### config.mk
export PLATFORM = sky130hd
export DESIGN_NAME = current_chopper
export DESIGN_NICKNAME = d
export VERILOG_FILES = /design/src/rtl/chop_pkg.sv /design/src/rtl/chop_flag_sync.sv /design/src/rtl/chop_interval_timer.sv /design/src/rtl/chop_event_counter.sv /design/src/rtl/chop_sequencer.sv /design/src/rtl/current_chopper.sv
export SDC_FILE = /design/constraint.sdc
export NUM_CORES = 1
export LEC_CHECK = 0
export ABC_AREA = 1
export ABC_CLOCK_PERIOD_IN_PS = 1800
export BUFFER_PORTS_ARGS = -buffer_cell sky130_fd_sc_hd__buf_2
export CORE_UTILIZATION = 55
export CTS_CLUSTER_DIAMETER = 100
export DETAILED_ROUTE_END_ITERATION = 8
export MAX_ROUTING_LAYER = met4
export PLACE_DENSITY = 0.77
export SLEW_MARGIN = 20
export SYNTH_ARGS = -nofsm -noshare
export SYNTH_HDL_FRONTEND = slang
export SYNTH_SLANG_ARGS = --single-unit
### constraint.sdc
create_clock -name clk -period 1.8 [get_ports clk]
set_input_delay 0.36 -clock clk [delete_from_list [all_inputs] [get_ports clk]]
set_output_delay 0.36 -clock clk [all_outputs]
set_load 0.01 [all_outputs]
### src/rtl/chop_pkg.sv
package chop_pkg;
  // Control phases of the chopper
  typedef enum logic [1:0] {
    CH_IDLE  = 2'd0,  // no drive commanded, flag not watched
    CH_BLANK = 2'd1,  // drive just started, flag masked
    CH_DRIVE = 2'd2,  // drive running, flag watched
    CH_OFF   = 2'd3   // forced slow decay
  } chop_state_e;
endpackage

### src/rtl/chop_flag_sync.sv
// Multi-stage synchronizer, cleared asynchronously.
module chop_flag_sync #(
  parameter int STAGES = 2
) (
  input  logic clk,
  input  logic rst_n,
  input  logic d,
  output logic q
);
  logic [STAGES-1:0] chain_q;
  logic [STAGES-1:0] chain_d;

  generate
    if (STAGES == 1) begin : g_single
      always_comb chain_d = d;
    end else begin : g_multi
      always_comb chain_d = {chain_q[STAGES-2:0], d};
    end
  endgenerate

  always_ff @(posedge clk or negedge rst_n) begin
    if (!rst_n) chain_q <= '0;
    else        chain_q <= chain_d;
  end

  assign q = chain_q[STAGES-1];
endmodule

### src/rtl/chop_interval_timer.sv
// Down-counter shared by the blanking and off-time intervals.
module chop_interval_timer #(
  parameter int CNT_W = 8
) (
  input  logic             clk,
  input  logic             rst_n,
  input  logic             load_en,
  input  logic [CNT_W-1:0] load_val,
  input  logic             dec_en,
  output logic             zero
);
  logic [CNT_W-1:0] cnt_q;
  logic [CNT_W-1:0] cnt_d;
  logic             cnt_en;

  always_comb begin
    cnt_en = load_en | dec_en;
    if (load_en) cnt_d = load_val;
    else         cnt_d = cnt_q - CNT_W'(1);
  end

  always_ff @(posedge clk or negedge rst_n) begin
    if (!rst_n)      cnt_q <= '0;
    else if (cnt_en) cnt_q <= cnt_d;
  end

  assign zero = (cnt_q == '0);
endmodule

### src/rtl/chop_event_counter.sv
// Saturating event counter.
module chop_event_counter #(
  parameter int CNT_W = 8
) (
  input  logic             clk,
  input  logic             rst_n,
  input  logic             inc_en,
  output logic [CNT_W-1:0] count
);
  logic [CNT_W-1:0] count_q;
  logic [CNT_W-1:0] count_d;
  logic             count_en;

  always_comb begin
    count_en = inc_en && (count_q != '1);
    count_d  = count_q + CNT_W'(1);
  end

  always_ff @(posedge clk or negedge rst_n) begin
    if (!rst_n)        count_q <= '0;
    else if (count_en) count_q <= count_d;
  end

  assign count = count_q;
endmodule

### src/rtl/chop_sequencer.sv
// Phase controller: blanking, watching, forced decay.
module chop_sequencer
  import chop_pkg::*;
#(
  parameter int OFF_CYC   = 3125,
  parameter int BLANK_CYC = 250,
  parameter int CNT_W     = 13
) (
  input  logic             clk,
  input  logic             rst_n,
  input  logic             drive_active,
  input  logic             drive_start,
  input  logic             trip_seen,
  input  logic             tmr_zero,
  output logic             tmr_load,
  output logic [CNT_W-1:0] tmr_val,
  output logic             tmr_dec,
  output logic             trip_evt,
  output logic             brake
);
  localparam logic [CNT_W-1:0] BLANK_LD = CNT_W'(BLANK_CYC - 1);
  localparam logic [CNT_W-1:0] OFF_LD   = CNT_W'(OFF_CYC - 1);

  chop_state_e state_q;
  chop_state_e state_d;

  always_comb begin
    state_d  = state_q;
    tmr_load = 1'b0;
    tmr_val  = BLANK_LD;
    tmr_dec  = 1'b0;
    trip_evt = 1'b0;
    case (state_q)
      CH_IDLE: begin
        if (drive_active && drive_start) begin
          state_d  = CH_BLANK;
          tmr_load = 1'b1;
        end
      end
      CH_BLANK: begin
        if (!drive_active) begin
          state_d = CH_IDLE;
        end else if (drive_start) begin
          tmr_load = 1'b1;              // restart the mask window
        end else if (tmr_zero) begin
          state_d = CH_DRIVE;
        end else begin
          tmr_dec = 1'b1;
        end
      end
      CH_DRIVE: begin
        if (!drive_active) begin
          state_d = CH_IDLE;
        end else if (drive_start) begin
          state_d  = CH_BLANK;
          tmr_load = 1'b1;
        end else if (trip_seen) begin
          state_d  = CH_OFF;
          tmr_load = 1'b1;
          tmr_val  = OFF_LD;
          trip_evt = 1'b1;
        end
      end
      CH_OFF: begin
        if (tmr_zero) begin
          if (drive_active) begin
            state_d  = CH_BLANK;
            tmr_load = 1'b1;
          end else begin
            state_d = CH_IDLE;
          end
        end else begin
          tmr_dec = 1'b1;
        end
      end
      default: state_d = CH_IDLE;
    endcase
  end

  always_ff @(posedge clk or negedge rst_n) begin
    if (!rst_n) state_q <= CH_IDLE;
    else        state_q <= state_d;
  end

  assign brake = (state_q == CH_OFF);
endmodule

### src/rtl/current_chopper.sv
// Fixed off-time peak current chopper.
module current_chopper #(
  parameter int OFF_CYC     = 3125,
  parameter int BLANK_CYC   = 250,
  parameter int SYNC_STAGES = 2,
  parameter int TRIP_CNT_W  = 8
) (
  input  logic                  clk,
  input  logic                  rst_n,
  input  logic                  trip_flag_i,
  input  logic                  drive_active_i,
  input  logic                  drive_start_i,
  output logic                  brake_req_o,
  output logic [TRIP_CNT_W-1:0] trip_count_o
);
  localparam int MAX_CYC    = (OFF_CYC > BLANK_CYC) ? OFF_CYC : BLANK_CYC;
  localparam int CNT_W      = $clog2(MAX_CYC) + 1;
  localparam int RST_STAGES = 2;

  logic             rst_int_n;
  logic             trip_seen;
  logic             tmr_load;
  logic [CNT_W-1:0] tmr_val;
  logic             tmr_dec;
  logic             tmr_zero;
  logic             trip_evt;

  // Reset: asserted at once, released on the clock
  chop_flag_sync #(.STAGES(RST_STAGES)) u_rst_sync (
    .clk(clk), .rst_n(rst_n), .d(1'b1), .q(rst_int_n)
  );

  chop_flag_sync #(.STAGES(SYNC_STAGES)) u_trip_sync (
    .clk(clk), .rst_n(rst_int_n), .d(trip_flag_i), .q(trip_seen)
  );

  chop_interval_timer #(.CNT_W(CNT_W)) u_timer (
    .clk(clk), .rst_n(rst_int_n), .load_en(tmr_load), .load_val(tmr_val),
    .dec_en(tmr_dec), .zero(tmr_zero)
  );

  chop_sequencer #(
    .OFF_CYC(OFF_CYC), .BLANK_CYC(BLANK_CYC), .CNT_W(CNT_W)
  ) u_seq (
    .clk(clk), .rst_n(rst_int_n),
    .drive_active(drive_active_i), .drive_start(drive_start_i),
    .trip_seen(trip_seen), .tmr_zero(tmr_zero),
    .tmr_load(tmr_load), .tmr_val(tmr_val), .tmr_dec(tmr_dec),
    .trip_evt(trip_evt), .brake(brake_req_o)
  );

  chop_event_counter #(.CNT_W(TRIP_CNT_W)) u_trip_cnt (
    .clk(clk), .rst_n(rst_int_n), .inc_en(trip_evt), .count(trip_count_o)
  );
endmodule

# Word-level counts from Yosys, hierarchy flattened
# Index checks and enable logic that the tools add are counted.
[op_classes] n_bitwise=1 muxes=31 n_eq_ne=9 n_addsub=2 reduce_logical=5
[op_table] operator="$mux 13" n=4
[op_table] operator="$mux 2" n=8
[op_table] operator="$mux 1" n=15
[op_table] operator="$logic_not 13->1" n=1
[op_table] operator="$sub 13x1->13 const B" n=1
[op_table] operator="$mux 12" n=1
[op_table] operator="$add 8x1->8 const B" n=1
[op_table] operator="$ne 8x8->1 const B" n=1
[op_table] operator="$pmux 2 s4" n=1
[op_table] operator="$ne 3x3->1 const B" n=2
[op_table] operator="$reduce_and 5->1" n=1
[op_table] operator="$eq 2x2->1 const B" n=2
[op_table] operator="$ne 2x1->1 const B" n=2
[op_table] operator="$ne 4x4->1 const B" n=1
[op_table] operator="$pmux 1 s4" n=1
[op_table] operator="$eq 2x1->1 const B" n=1
[op_table] operator="$logic_and 1x1->1" n=2
[op_table] operator="$logic_not 2->1" n=1
[op_table] operator="$pmux 1 s2" n=1
[op_table] operator="$or 1x1->1" n=1
[totals] wordCells=53 regBits=27 output_inout_bits=9 in_bits=5

# Depth between registers and ports, before layout
# Gate-level depths: netlist of the first run.
[logic_depth] ltp_word=6 mapped_depth=12

# Modules after synthesis
# Synthesis of the first run repeated with hierarchy kept, for this count alone.
[unflattened] hier_cells=258 hier_area_um2=1856.8
[by_module_without_submodules] module="chop_interval_timer" area_per_inst_um2=878.3 instances=1 cells_per_inst=125 seq_area_each_um2=325.3
[by_module_without_submodules] module="chop_event_counter" area_per_inst_um2=483.0 instances=1 cells_per_inst=63 seq_area_each_um2=200.2
[by_module_without_submodules] module="chop_sequencer" area_per_inst_um2=391.6 instances=1 cells_per_inst=65 seq_area_each_um2=50.0
[by_module_without_submodules] module="chop_flag_sync" area_per_inst_um2=50.0 instances=2 cells_per_inst=2 seq_area_each_um2=50.0
[by_module_without_submodules] module="current_chopper" area_per_inst_um2=3.8 instances=1 cells_per_inst=1 seq_area_each_um2=0.0

# Least setup slack after synthesis of the first run
# Ideal clock, no wire load.
[synth_timing] kind="register -> register" start="register u_timer.cnt_q[0]" end="register u_timer.cnt_q[11]" t_arrival_ns=1.469 n_path_buf=1 stages_incl_launch_ff=11 setup_time_ns=0.118 synth_period_minus_slack_ns=1.587 t_required_ns=1.682 slack_ns=0.213 cell_sequence="dfrtp_1 > inv_1 > ha_1 > nand2_2 > nor2_4 > nand2_4 > nand3_2 > nand3_4 > buf_6 > nand3_1 > nand2_1"
[synth_via] elab_chain_cells=6 word_cells_on_any_way=10 classes_between="add/sub: 1; mux: 7; bitwise: 1; reduce/logical: 1"
[synth_lines] item="from (decl)" line="chop_interval_timer.sv:12" text="logic [CNT_W-1:0] cnt_q;"
[synth_lines] item="from (signal assigned)" line="chop_interval_timer.sv:24" text="else if (cnt_en) cnt_q <= cnt_d;"
[synth_lines] item="$logic_not 13->1" line="chop_interval_timer.sv:27" text="assign zero = (cnt_q == '0);"
[synth_lines] item="$mux 1" line="chop_sequencer.sv:45, chop_sequencer.sv:65"
[synth_lines] item="$mux 1" line="chop_sequencer.sv:43" text="end else if (drive_start) begin"
[synth_lines] item="$mux 1" line="chop_sequencer.sv:41" text="if (!drive_active) begin"
[synth_lines] item="$pmux 1 s2" line="chop_sequencer.sv:33" text="case (state_q)"
[synth_lines] item="$or 1x1->1" line="chop_interval_timer.sv:17" text="cnt_en = load_en | dec_en;"
# Several ways; a longest one is shown, not always the timed one.
# A chain may end at the register's enable or synchronous reset.

# Worst setup path in the final report of the first run
[layout_timing] start="register u_timer.cnt_q[0]" end="register u_timer.cnt_q[9]"
# The elaborated chain is that of the path after synthesis.

==> flow_metrics.env, run 1 <==
export IMPL_status="complete, no violations"
export IMPL_core_rowCount=19
export IMPL_power_frac_comb_pct=49.0
export IMPL_yosysSeqAreaShare_pct=39.1
export IMPL_die_height_um=58.1
export IMPL_die_area_mm2=0.00337
export IMPL_gr_total_overflow=0
export IMPL_hold_violations=0
export IMPL_path_class="reg -> reg"
export IMPL_synth_top_area_share_pct=39.1
export IMPL_synth_ff_type="dfrtp_1"
export IMPL_grt_pass1_wl_um=5870
export IMPL_avgSynthCellArea_um2=7.79
export IMPL_fin_crit_sh_pct=93.3
export IMPL_cts_buffer_depth=2
export IMPL_fill_cells=256
export IMPL_p_seq_share_pct=40.6
export IMPL_syn_area_mm2=0.00173
export IMPL_setup_viol_count_final=0
export IMPL_track_usage_pct=23.2
export IMPL_wl_per_cell_um=11.6
export IMPL_hp_class="in -> reg"
export IMPL_portBuffers=13
export IMPL_tns_ns=0
export IMPL_power_mw=2.58
export IMPL_async_reset_ff_share_pct=100
export IMPL_antenna_found_initial=0
export IMPL_hold_depth=1
export IMPL_gp_congestion=0.863
export IMPL_worstSkewPairLatency_ns=0.33
export IMPL_yosys_warnings=0
export IMPL_clk_pin_slew_ns=0.15
export IMPL_drv_cap=0
export IMPL_initial_core_util_pct=60.1
export IMPL_final_nets=247
export IMPL_fin_crit_ns=1.68
export IMPL_worst_setup_path_start_kind="flip-flop"
export IMPL_arrival_ns=1.91
export IMPL_power_per_cell_area_mw_per_mm2=1380
export IMPL_p_sw_share_pct=46.5
export IMPL_vias_per_cell=5.00
export IMPL_core_mm2=0.00288
export IMPL_maxSlewViolCount=0
export IMPL_remaining_drc_errors=0
export IMPL_routed_wl_um=3250
export IMPL_cts_made_buffers=3
export IMPL_cts_sinks=27
export IMPL_hpwl_um=2460
export IMPL_die_w_um=58.1
export IMPL_rsz0062_at_grt="no"
export IMPL_worst_r2r_cell_count=9
export IMPL_cts_tree="yes"
export IMPL_firstDrtPassIters=4
export IMPL_synthTopCellsByArea="dfrtp_1, nand2_1, inv_1"
export IMPL_max_vdd_ir_drop_v=0.000761
export IMPL_critPathRequiredTime_ns=2.03
export IMPL_pwr_share_clk_pct=10.4
export IMPL_synth_edf_count=0
export IMPL_ys_ff_latch=27
export IMPL_clock_skew_final_ns=0.00982
export IMPL_ios=14
export IMPL_synth_nets=229
export IMPL_grt_start_max_net_pins=18
export IMPL_area_growth_pct=8.39
export IMPL_first_global_vias=1351
export IMPL_crit_fanout=15
export IMPL_drtIter0Drc=56
export IMPL_endpoint_kind="flip-flop"
export IMPL_drive_gt1_share_pct=19.7
export IMPL_yosysTopAreaCell="dfrtp_1"
export IMPL_diodes=0
export IMPL_vias=1404
export IMPL_cts_htree_levels=1
export IMPL_synth_cell_types=32
export IMPL_switchingPower_mw=1.20
export IMPL_drtAntennaViolNets=0
export IMPL_intPower_mw=1.38
export IMPL_fmax_ghz=0.596
export IMPL_whs_ns=0.117
export IMPL_syn_inst=222
export IMPL_cts_root_buf="clkbuf_4"
export IMPL_leakage_nw=1.05
==> cells in the mapped netlist, types with 3 or more instances <==
library cell / n
nand2_1: 70
nor2_1: 17
nor2_2: 3
nand2_2: 4
nand4_1: 13
nand2_4: 3
xnor2_1: 3
dfrtp_1: 27
nand3_1: 17
inv_1: 27
xor2_1: 8
==> final timing paths <==
check                                              end  slack, ns                   from
worst max-delay path                  u_timer.cnt_q[9]       0.12       u_timer.cnt_q[0]
worst min-delay path            u_trip_sync.chain_q[0]       0.12            trip_flag_i
worst max register to register        u_timer.cnt_q[9]       0.12       u_timer.cnt_q[0]
worst min register to register     u_trip_cnt.count[1]       0.15  u_rst_sync.chain_q[1]
max in group asynchronous            u_timer.cnt_q[11]       1.08  u_rst_sync.chain_q[1]
min in group asynchronous          u_trip_cnt.count[1]       0.15  u_rst_sync.chain_q[1]
==> cells in the final DEF, fill, tap and decap left out, drive strengths merged, types with 3 or more instances in the layout <==
cell type	n
nor2	23
a21oi	3
clkbuf	3
nand2	78
xor2	9
o21ai	4
nand4	13
inv	28
xnor2	3
nand3	20
dfrtp	27
buf	17
==> sequential cells by signal, summed over array words and instances (netlist names) <==
name	flops
u_trip_cnt.count	8
u_rst_sync.chain_q	2
u_seq.state_q	2
u_timer.cnt_q	13
u_trip_sync.chain_q	2
==> stage by stage <==
| stage | cell area (um^2) | setup WS, ns | util (%) | instances |
|---|---|---|---|---|
| floorplan | 1730 | 0.213 | - | 222 |
| global placement | 1830 | 0.154 | 63.8 | 276 |
| detailed placement | 1830 | 0.104 | 63.8 | 276 |
| CTS | 1870 | 0.0708 | 65.1 | 281 |
| global route | 1870 | 0.00632 | 65.2 | 281 |
| finish | 1870 | 0.121 | 65.2 | 281 |
==> power groups by stage <==
stage | clock (mW) | sequential, mW | combinational, mW
floorplan | 0 | 1.03 | 1.02
global placement | 0 | 1.06 | 1.24
detailed placement | 0 | 1.06 | 1.26
CTS | 0.276 | 1.04 | 1.27
global route | 0.292 | 1.08 | 1.46
finish | 0.269 | 1.05 | 1.27
==> area by class of cell <==
class	count	area (um^2)	share of cell area, %
multi-input cells	161	903	48.2
well taps	42	52.6	2.80
clock buffers	3	22.5	1.20
repair buffers	18	105	5.61
clock inverters	1	5.00	0.267
inverters	29	110	5.87
flip-flops and latches	27	676	36.0
==> repair_timing <==
item,CTS,global route
hold buffers,1,0
gates resized for setup,0,1
setup buffers,0,0
hold endpoints to repair,2,0
setup endpoints to repair,0,13
==> logic make-up (layout without fill, tap and decap cells) <==
group,after synthesis,in the layout,share of synthesized area (%)
flip-flops,27,27,39.1
XOR/XNOR,12,12,6.51
other,1,1,0.217
AO/OA/AOI/OAI,7,7,2.68
adder cells (fa/ha/maj),2,2,1.45
AND/OR/NAND/NOR,139,139,41.2
buffers and inverters,34,51,8.83
==> worst max-delay path, stage by stage (launching register included) <==
cell and delay, ns:
dfrtp_1 0.42, inv_1 0.10, ha_2 0.24, nand2_2 0.11
nor2_4 0.15, nand2_4 0.09, nand2_8 0.11, nand3_4 0.18
nand3_1 0.13, nand2_1 0.05
==> per-layer routing <==
metal	GRT usage, %	wire (um)	vias to the layer above
li1	-	-	729
met1	30.9	1580	645
met2	37.4	1510	24
met3	2.01	102	6
met4	8.16	55	0
met5	-	0	-
Note: power is estimated with default switching activity, not from simulation.
==> run 2, diff against run 1 <==
--- a/config.mk
+++ b/config.mk
@@ -5,14 +5,13 @@
 export SDC_FILE = /design/constraint.sdc
 export NUM_CORES = 1
 export LEC_CHECK = 0
-export ABC_AREA = 1
 export ABC_CLOCK_PERIOD_IN_PS = 1800
 export BUFFER_PORTS_ARGS = -buffer_cell sky130_fd_sc_hd__buf_2
 export CORE_UTILIZATION = 55
 export CTS_CLUSTER_DIAMETER = 100
 export DETAILED_ROUTE_END_ITERATION = 8
 export MAX_ROUTING_LAYER = met4
-export PLACE_DENSITY = 0.77
+export PLACE_DENSITY = 0.78
 export SLEW_MARGIN = 20
 export SYNTH_ARGS = -nofsm -noshare
 export SYNTH_HDL_FRONTEND = slang
==> flow_metrics.env, run 2 <==
export IMPL_status="complete, but fails checks"
export IMPL_violations="negative setup slack"
export IMPL_area_growth_pct=35.1
export IMPL_cts_htree_levels=1
export IMPL_worst_setup_path_start_kind="flip-flop"
export IMPL_final_common_cell="buf_4"
export IMPL_core_rowCount=17
export IMPL_yosysTopAreaCell="dfrtp_1"
export IMPL_async_reset_ff_share_pct=100
export IMPL_track_usage_pct=30.8
export IMPL_synthTopCellsByArea="dfrtp_1, a21oi_1, o21ai_1"
export IMPL_die_height_um=52.0
export IMPL_fin_crit_ns=2.21
export IMPL_synth_nets=137
export IMPL_synth_top_area_share_pct=49.2
export IMPL_rsz0062_at_grt="yes"
export IMPL_antenna_found_initial=0
export IMPL_clk_pin_slew_ns=0.14
export IMPL_regMostFlops="u_timer.cnt_q"
export IMPL_core_mm2=0.00228
export IMPL_routed_wl_um=3540
export IMPL_initial_core_util_pct=60.4
export IMPL_syn_area_mm2=0.00137
export IMPL_vias_per_cell=6.21
export IMPL_first_global_vias=1309
export IMPL_max_vdd_ir_drop_v=0.000703
export IMPL_endpoint_kind="flip-flop"
export IMPL_vias=1316
export IMPL_critPathMaxStageDelay_ns=0.57
export IMPL_synth_most_common_cell="dfrtp_1"
export IMPL_yosysSeqAreaShare_pct=49.2
export IMPL_cts_tree="yes"
export IMPL_cts_sinks=27
export IMPL_crit_fanout=10
export IMPL_drive_gt1_share_pct=38.0
export IMPL_wl_per_cell_um=16.7
export IMPL_largest_reg_flops=13
export IMPL_firstDrtPassIters=4
export IMPL_drtAntennaViolNets=0
export IMPL_hold_violations=0
export IMPL_diodes=0
export IMPL_hp_class="in -> reg"
export IMPL_critPathRequiredTime_ns=2.03
export IMPL_tns_ns=-5.03
export IMPL_die_w_um=52.0
export IMPL_gr_total_overflow=0
export IMPL_power_per_cell_area_mw_per_mm2=653
export IMPL_ios=14
export IMPL_maxSlewViolCount=0
export IMPL_grt_start_max_net_pins=17
export IMPL_yosys_warnings=0
export IMPL_synthTopCellsByCount="dfrtp_1, a21oi_1, o21ai_1"
export IMPL_remaining_drc_errors=0
export IMPL_fin_crit_sh_pct=123
export IMPL_cpMostUsedCell="or4_4"
export IMPL_crit_family="simple AND/OR/NAND/NOR gates"
export IMPL_synth_cell_types=49
export IMPL_slowest_stage="or4_4"
export IMPL_path_class="reg -> reg"
export IMPL_fill_cells=139
export IMPL_cts_buffer_depth=2
export IMPL_die_area_mm2=0.00270
export IMPL_syn_inst=130
export IMPL_finalWorstSetupSlack_ns=-0.414
export IMPL_clock_skew_final_ns=0.00500
export IMPL_hpwl_um=2430
export IMPL_avgSynthCellArea_um2=10.6
export IMPL_leakage_nw=0.867
export IMPL_synth_edf_count=0
export IMPL_gp_congestion=0.892
export IMPL_crit_chain="or4_4 > or4_4 > a21oi_4 > inv_2 > a221oi_2 > a221oi_1"
export IMPL_drtIter0Drc=47
export IMPL_synth_ff_type="dfrtp_1"
export IMPL_arrival_ns=2.45
export IMPL_grt_pass1_wl_um=5770
export IMPL_portBuffers=13
export IMPL_drv_cap=0
export IMPL_final_cell_mix="buf_4, dfrtp_1, buf_2, o21ai_1, a21oi_1"
export IMPL_cts_root_buf="clkbuf_4"
export IMPL_ys_ff_latch=27
export IMPL_cp_num_buf_inv=1
export IMPL_fmax_ghz=0.452
export IMPL_setup_viol_count_final=16
export IMPL_worstSkewPairLatency_ns=0.34
export IMPL_final_nets=192
export IMPL_cts_made_buffers=3
export IMPL_power_mw=1.21
run 2: final timing paths:
| kind | cells past startpoint | slack [ns] | to | from |
|---|---|---|---|---|
| worst max-delay path | 6 | -0.41 | u_timer.cnt_q[2] | u_timer.cnt_q[5] |
| worst min-delay path | 1 | 0.11 | u_trip_sync.chain_q[0] | trip_flag_i |
| worst max register to register | 6 | -0.41 | u_timer.cnt_q[2] | u_timer.cnt_q[5] |
| worst min register to register | 0 | 0.17 | u_timer.cnt_q[11] | u_rst_sync.chain_q[1] |
| max in group asynchronous | 1 | 1.07 | u_trip_cnt.count[0] | u_rst_sync.chain_q[1] |
| min in group asynchronous | 0 | 0.17 | u_timer.cnt_q[11] | u_rst_sync.chain_q[1] |
run 2: where the power goes:
group / leakage, nW / internal (mW) / switching [mW]
sequential: 0.336 / 0.636 / 0.0257
clock: 0.0150 / 0.0874 / 0.186
combinational: 0.515 / 0.144 / 0.131
total: 0.867 / 0.867 / 0.343
run 2: logic make-up after synthesis:
logic type | Yosys count | share of synthesized area [%]
compound gates | 40 | 20.2
simple gates | 45 | 20.8
fa+ha+maj | 2 | 1.82
flops | 27 | 49.2
other cells | 1 | 0.273
xor+xnor | 7 | 4.46
buf+inv | 7 | 2.46
mux | 1 | 0.820
run 2: metal layers:
| metal | GRT usage (%) | wire length (um) | vias to the layer above |
|---|---|---|---|
| li1 | - | - | 612 |
| met1 | 36.3 | 1520 | 635 |
| met2 | 48.5 | 1730 | 55 |
| met3 | 6.43 | 167 | 14 |
| met4 | 17.6 | 121 | 0 |
| met5 | - | 0 | - |
run 2: layout make-up:
cell class	count	area, um^2	area share (%)
multi-input combinational	96	712	38.4
timing repair buffer	52	388	20.9
tap	28	35.0	1.89
sequential	27	676	36.4
clock buffer	4	26.3	1.42
inverter	5	18.8	1.01
run 2: repair_timing:
| item | CTS | global route |
|---|---|---|
| endpoints found under the setup margin | 15 | 16 |
| endpoints found under the hold margin | 2 | 0 |
| gates resized for setup | 10 | 1 |
| buffers inserted | 6 | 1 |
| pin swaps | 5 | 0 |
| hold buffers | 1 | 0 |
run 2: worst reg2reg max path, delay by kind of cell (launching register included):
family	cells	cell delay (ns)
compound gates	3	0.46
buf+inv	1	0.11
flops	1	0.42
simple gates	2	1.12
run 2: through the flow:
stage	util (%)	setup WS [ns]	hold WS (ns)	cell area, um^2	instances
global placement	75.0	-0.325	0.145	1710	200
floorplan	-	-0.491	0.0644	1390	130
global route	81.5	-0.455	0.103	1860	212
finish	81.5	-0.414	0.115	1860	212
CTS	80.5	-0.384	0.119	1830	211
detailed placement	75.0	-0.401	0.148	1710	200
==> run 3, diff against run 2 <==
--- a/config.mk
+++ b/config.mk
@@ -6,12 +6,13 @@
 export NUM_CORES = 1
 export LEC_CHECK = 0
 export ABC_CLOCK_PERIOD_IN_PS = 1800
-export BUFFER_PORTS_ARGS = -buffer_cell sky130_fd_sc_hd__buf_2
 export CORE_UTILIZATION = 55
 export CTS_CLUSTER_DIAMETER = 100
 export DETAILED_ROUTE_END_ITERATION = 8
+export DONT_BUFFER_PORTS = 1
 export MAX_ROUTING_LAYER = met4
-export PLACE_DENSITY = 0.78
+export PLACE_DENSITY = 0.73
+export SETUP_SLACK_MARGIN = 0.02
 export SLEW_MARGIN = 20
 export SYNTH_ARGS = -nofsm -noshare
 export SYNTH_HDL_FRONTEND = slang
==> flow_metrics.env, run 3 (synthesis results as in run 2) <==
export IMPL_dp_slack_ns=-0.411
export IMPL_crit_chain="inv_2 > ha_4 > or3b_4 > or4_4 > a21oi_4 > inv_4 > a221oi_4 > a221oi_2"
export IMPL_power_per_cell_area_mw_per_mm2=678
export IMPL_initial_core_util_pct=60.4
export IMPL_antenna_found_initial=0
export IMPL_cts_tree="yes"
export IMPL_violations="negative setup slack"
export IMPL_area_growth_pct=33.6
export IMPL_final_common_cell="buf_4"
export IMPL_dp_cells=189
export IMPL_crit_family="simple AND/OR/NAND/NOR gates"
export IMPL_worst_r2r_cell_count=8
export IMPL_track_usage_pct=29.8
export IMPL_final_seq_area_um2=676
export IMPL_regMostFlops="u_timer.cnt_q"
export IMPL_cp_num_buf_inv=2
export IMPL_grt_start_max_net_pins=26
export IMPL_die_height_um=52.0
export IMPL_remaining_drc_errors=0
export IMPL_core_mm2=0.00228
export IMPL_rsz0062_at_grt="yes"
export IMPL_setup_viol_count_final=15
export IMPL_cts_sinks=27
export IMPL_vias_per_cell=6.36
export IMPL_hold_violations=0
export IMPL_drv_cap=0
export IMPL_cts_made_buffers=3
export IMPL_drtIter0Drc=40
export IMPL_hp_class="in -> reg"
export IMPL_maxSlewViolCount=0
export IMPL_leakage_nw=0.820
export IMPL_wl_per_cell_um=17.8
export IMPL_clk_pin_slew_ns=0.16
export IMPL_firstDrtPassIters=4
export IMPL_gr_total_overflow=0
export IMPL_fill_cells=155
export IMPL_max_vdd_ir_drop_v=0.000772
export IMPL_die_w_um=52.0
export IMPL_cts_root_buf="clkbuf_4"
export IMPL_tns_ns=-5.18
export IMPL_drtAntennaViolNets=0
export IMPL_fin_crit_ns=2.25
export IMPL_whs_ns=0.0249
export IMPL_timing_slew_headroom_pct=61.3
export IMPL_endpoint_kind="flip-flop"
export IMPL_final_cell_mix="buf_4, dfrtp_1, a21oi_1, o21ai_1"
export IMPL_arrival_ns=2.48
export IMPL_path_depth=8
export IMPL_hold_depth=0
export IMPL_multi_input_area_um2=756
export IMPL_hpwl_um=2390
export IMPL_drive_gt1_share_pct=38.2
export IMPL_crit_fanout=10
export IMPL_slowest_stage="or4_4"
export IMPL_stdcell_count=201
export IMPL_tightest_slew_ns=0.575
export IMPL_ios=14
export IMPL_critPathRequiredTime_ns=2.04
export IMPL_status="complete, but fails checks"
export IMPL_postLayoutCoreUtil_pct=80.6
export IMPL_routed_wl_um=3570
export IMPL_cts_htree_levels=1
export IMPL_finalWorstSetupSlack_ns=-0.446
export IMPL_largest_reg_flops=13
export IMPL_cts_buffer_depth=2
export IMPL_diodes=0
export IMPL_worst_setup_path_start_kind="flip-flop"
export IMPL_clock_skew_final_ns=0.0138
export IMPL_core_rowCount=17
export IMPL_fin_crit_sh_pct=125
export IMPL_die_area_mm2=0.00270
export IMPL_fmax_ghz=0.445
export IMPL_gp_congestion=0.851
export IMPL_path_class="reg -> reg"
export IMPL_first_global_vias=1254
export IMPL_portBuffers=0
export IMPL_critPathMaxStageDelay_ns=0.52
export IMPL_vias=1279
export IMPL_worstSkewPairLatency_ns=0.34
export IMPL_final_nets=181
export IMPL_grt_pass1_wl_um=5590
run 3: cell count changes in the layout (fill, tap and decap cells not counted), moves of 2 or more:
cell      change
buf_2        -13
buf_4         +5
a21oi_2       -2
a221oi_1      -2
buf_6         -2
run 3: path summary, 6_finish.rpt:
path,from,to,slack [ns]
setup / recovery,u_timer.cnt_q[0],u_timer.cnt_q[2],-0.45
hold / removal,trip_flag_i,u_trip_sync.chain_q[0],0.02
setup reg to reg,u_timer.cnt_q[0],u_timer.cnt_q[2],-0.45
hold reg to reg,u_rst_sync.chain_q[1],u_timer.cnt_q[0],0.24
max in group asynchronous,u_rst_sync.chain_q[1],u_timer.cnt_q[7],1.31
min in group asynchronous,rst_n,u_rst_sync.chain_q[0],0.22
run 3: report_power, final:
part | switching [mW] | internal, mW | leakage [nW]
Clock | 0.193 | 0.0851 | 0.0139
Combinational | 0.158 | 0.155 | 0.469
Sequential | 0.0176 | 0.636 | 0.336
run 3: repair_timing:
item,CTS,global route
endpoints found under the setup margin,15,16
pin swaps,9,0
resized for setup,12,5
endpoints found under the hold margin,2,0
setup buffers,6,1
cloned,0,0
hold buffers,1,0
run 3: area by class of cell:
class | count | area share (%)
multi-input combinational | 96 | 41.2
sequential | 27 | 36.8
timing repair buffer | 41 | 17.3
tap | 28 | 1.91
clock buffer | 3 | 1.23
inverter | 5 | 1.16
clock inverter | 1 | 0.409
run 3: layer usage:
metal / GRT usage (%) / wire, um / vias to the layer above
met5: - / 0 / -
met3: 4.39 / 165 / 17
met4: 13.1 / 144 / 0
li1: - / - / 588
met1: 35.7 / 1530 / 625
met2: 49.8 / 1730 / 49
run 3: stage by stage:
step,instance area (um^2),total power [mW]
after global routing,1840,1.29
after floorplan,1390,0.802
final,1840,1.25
after detailed placement,1660,0.913
after CTS,1800,1.22
after global placement,1660,0.897
run 3: worst register-to-register path: stages (launching register included):
cell and delay [ns]:
dfrtp_1 0.42, inv_2 0.09, ha_4 0.13, or3b_4 0.38, or4_4 0.52, a21oi_4 0.18
inv_4 0.09, a221oi_4 0.26, a221oi_2 0.07
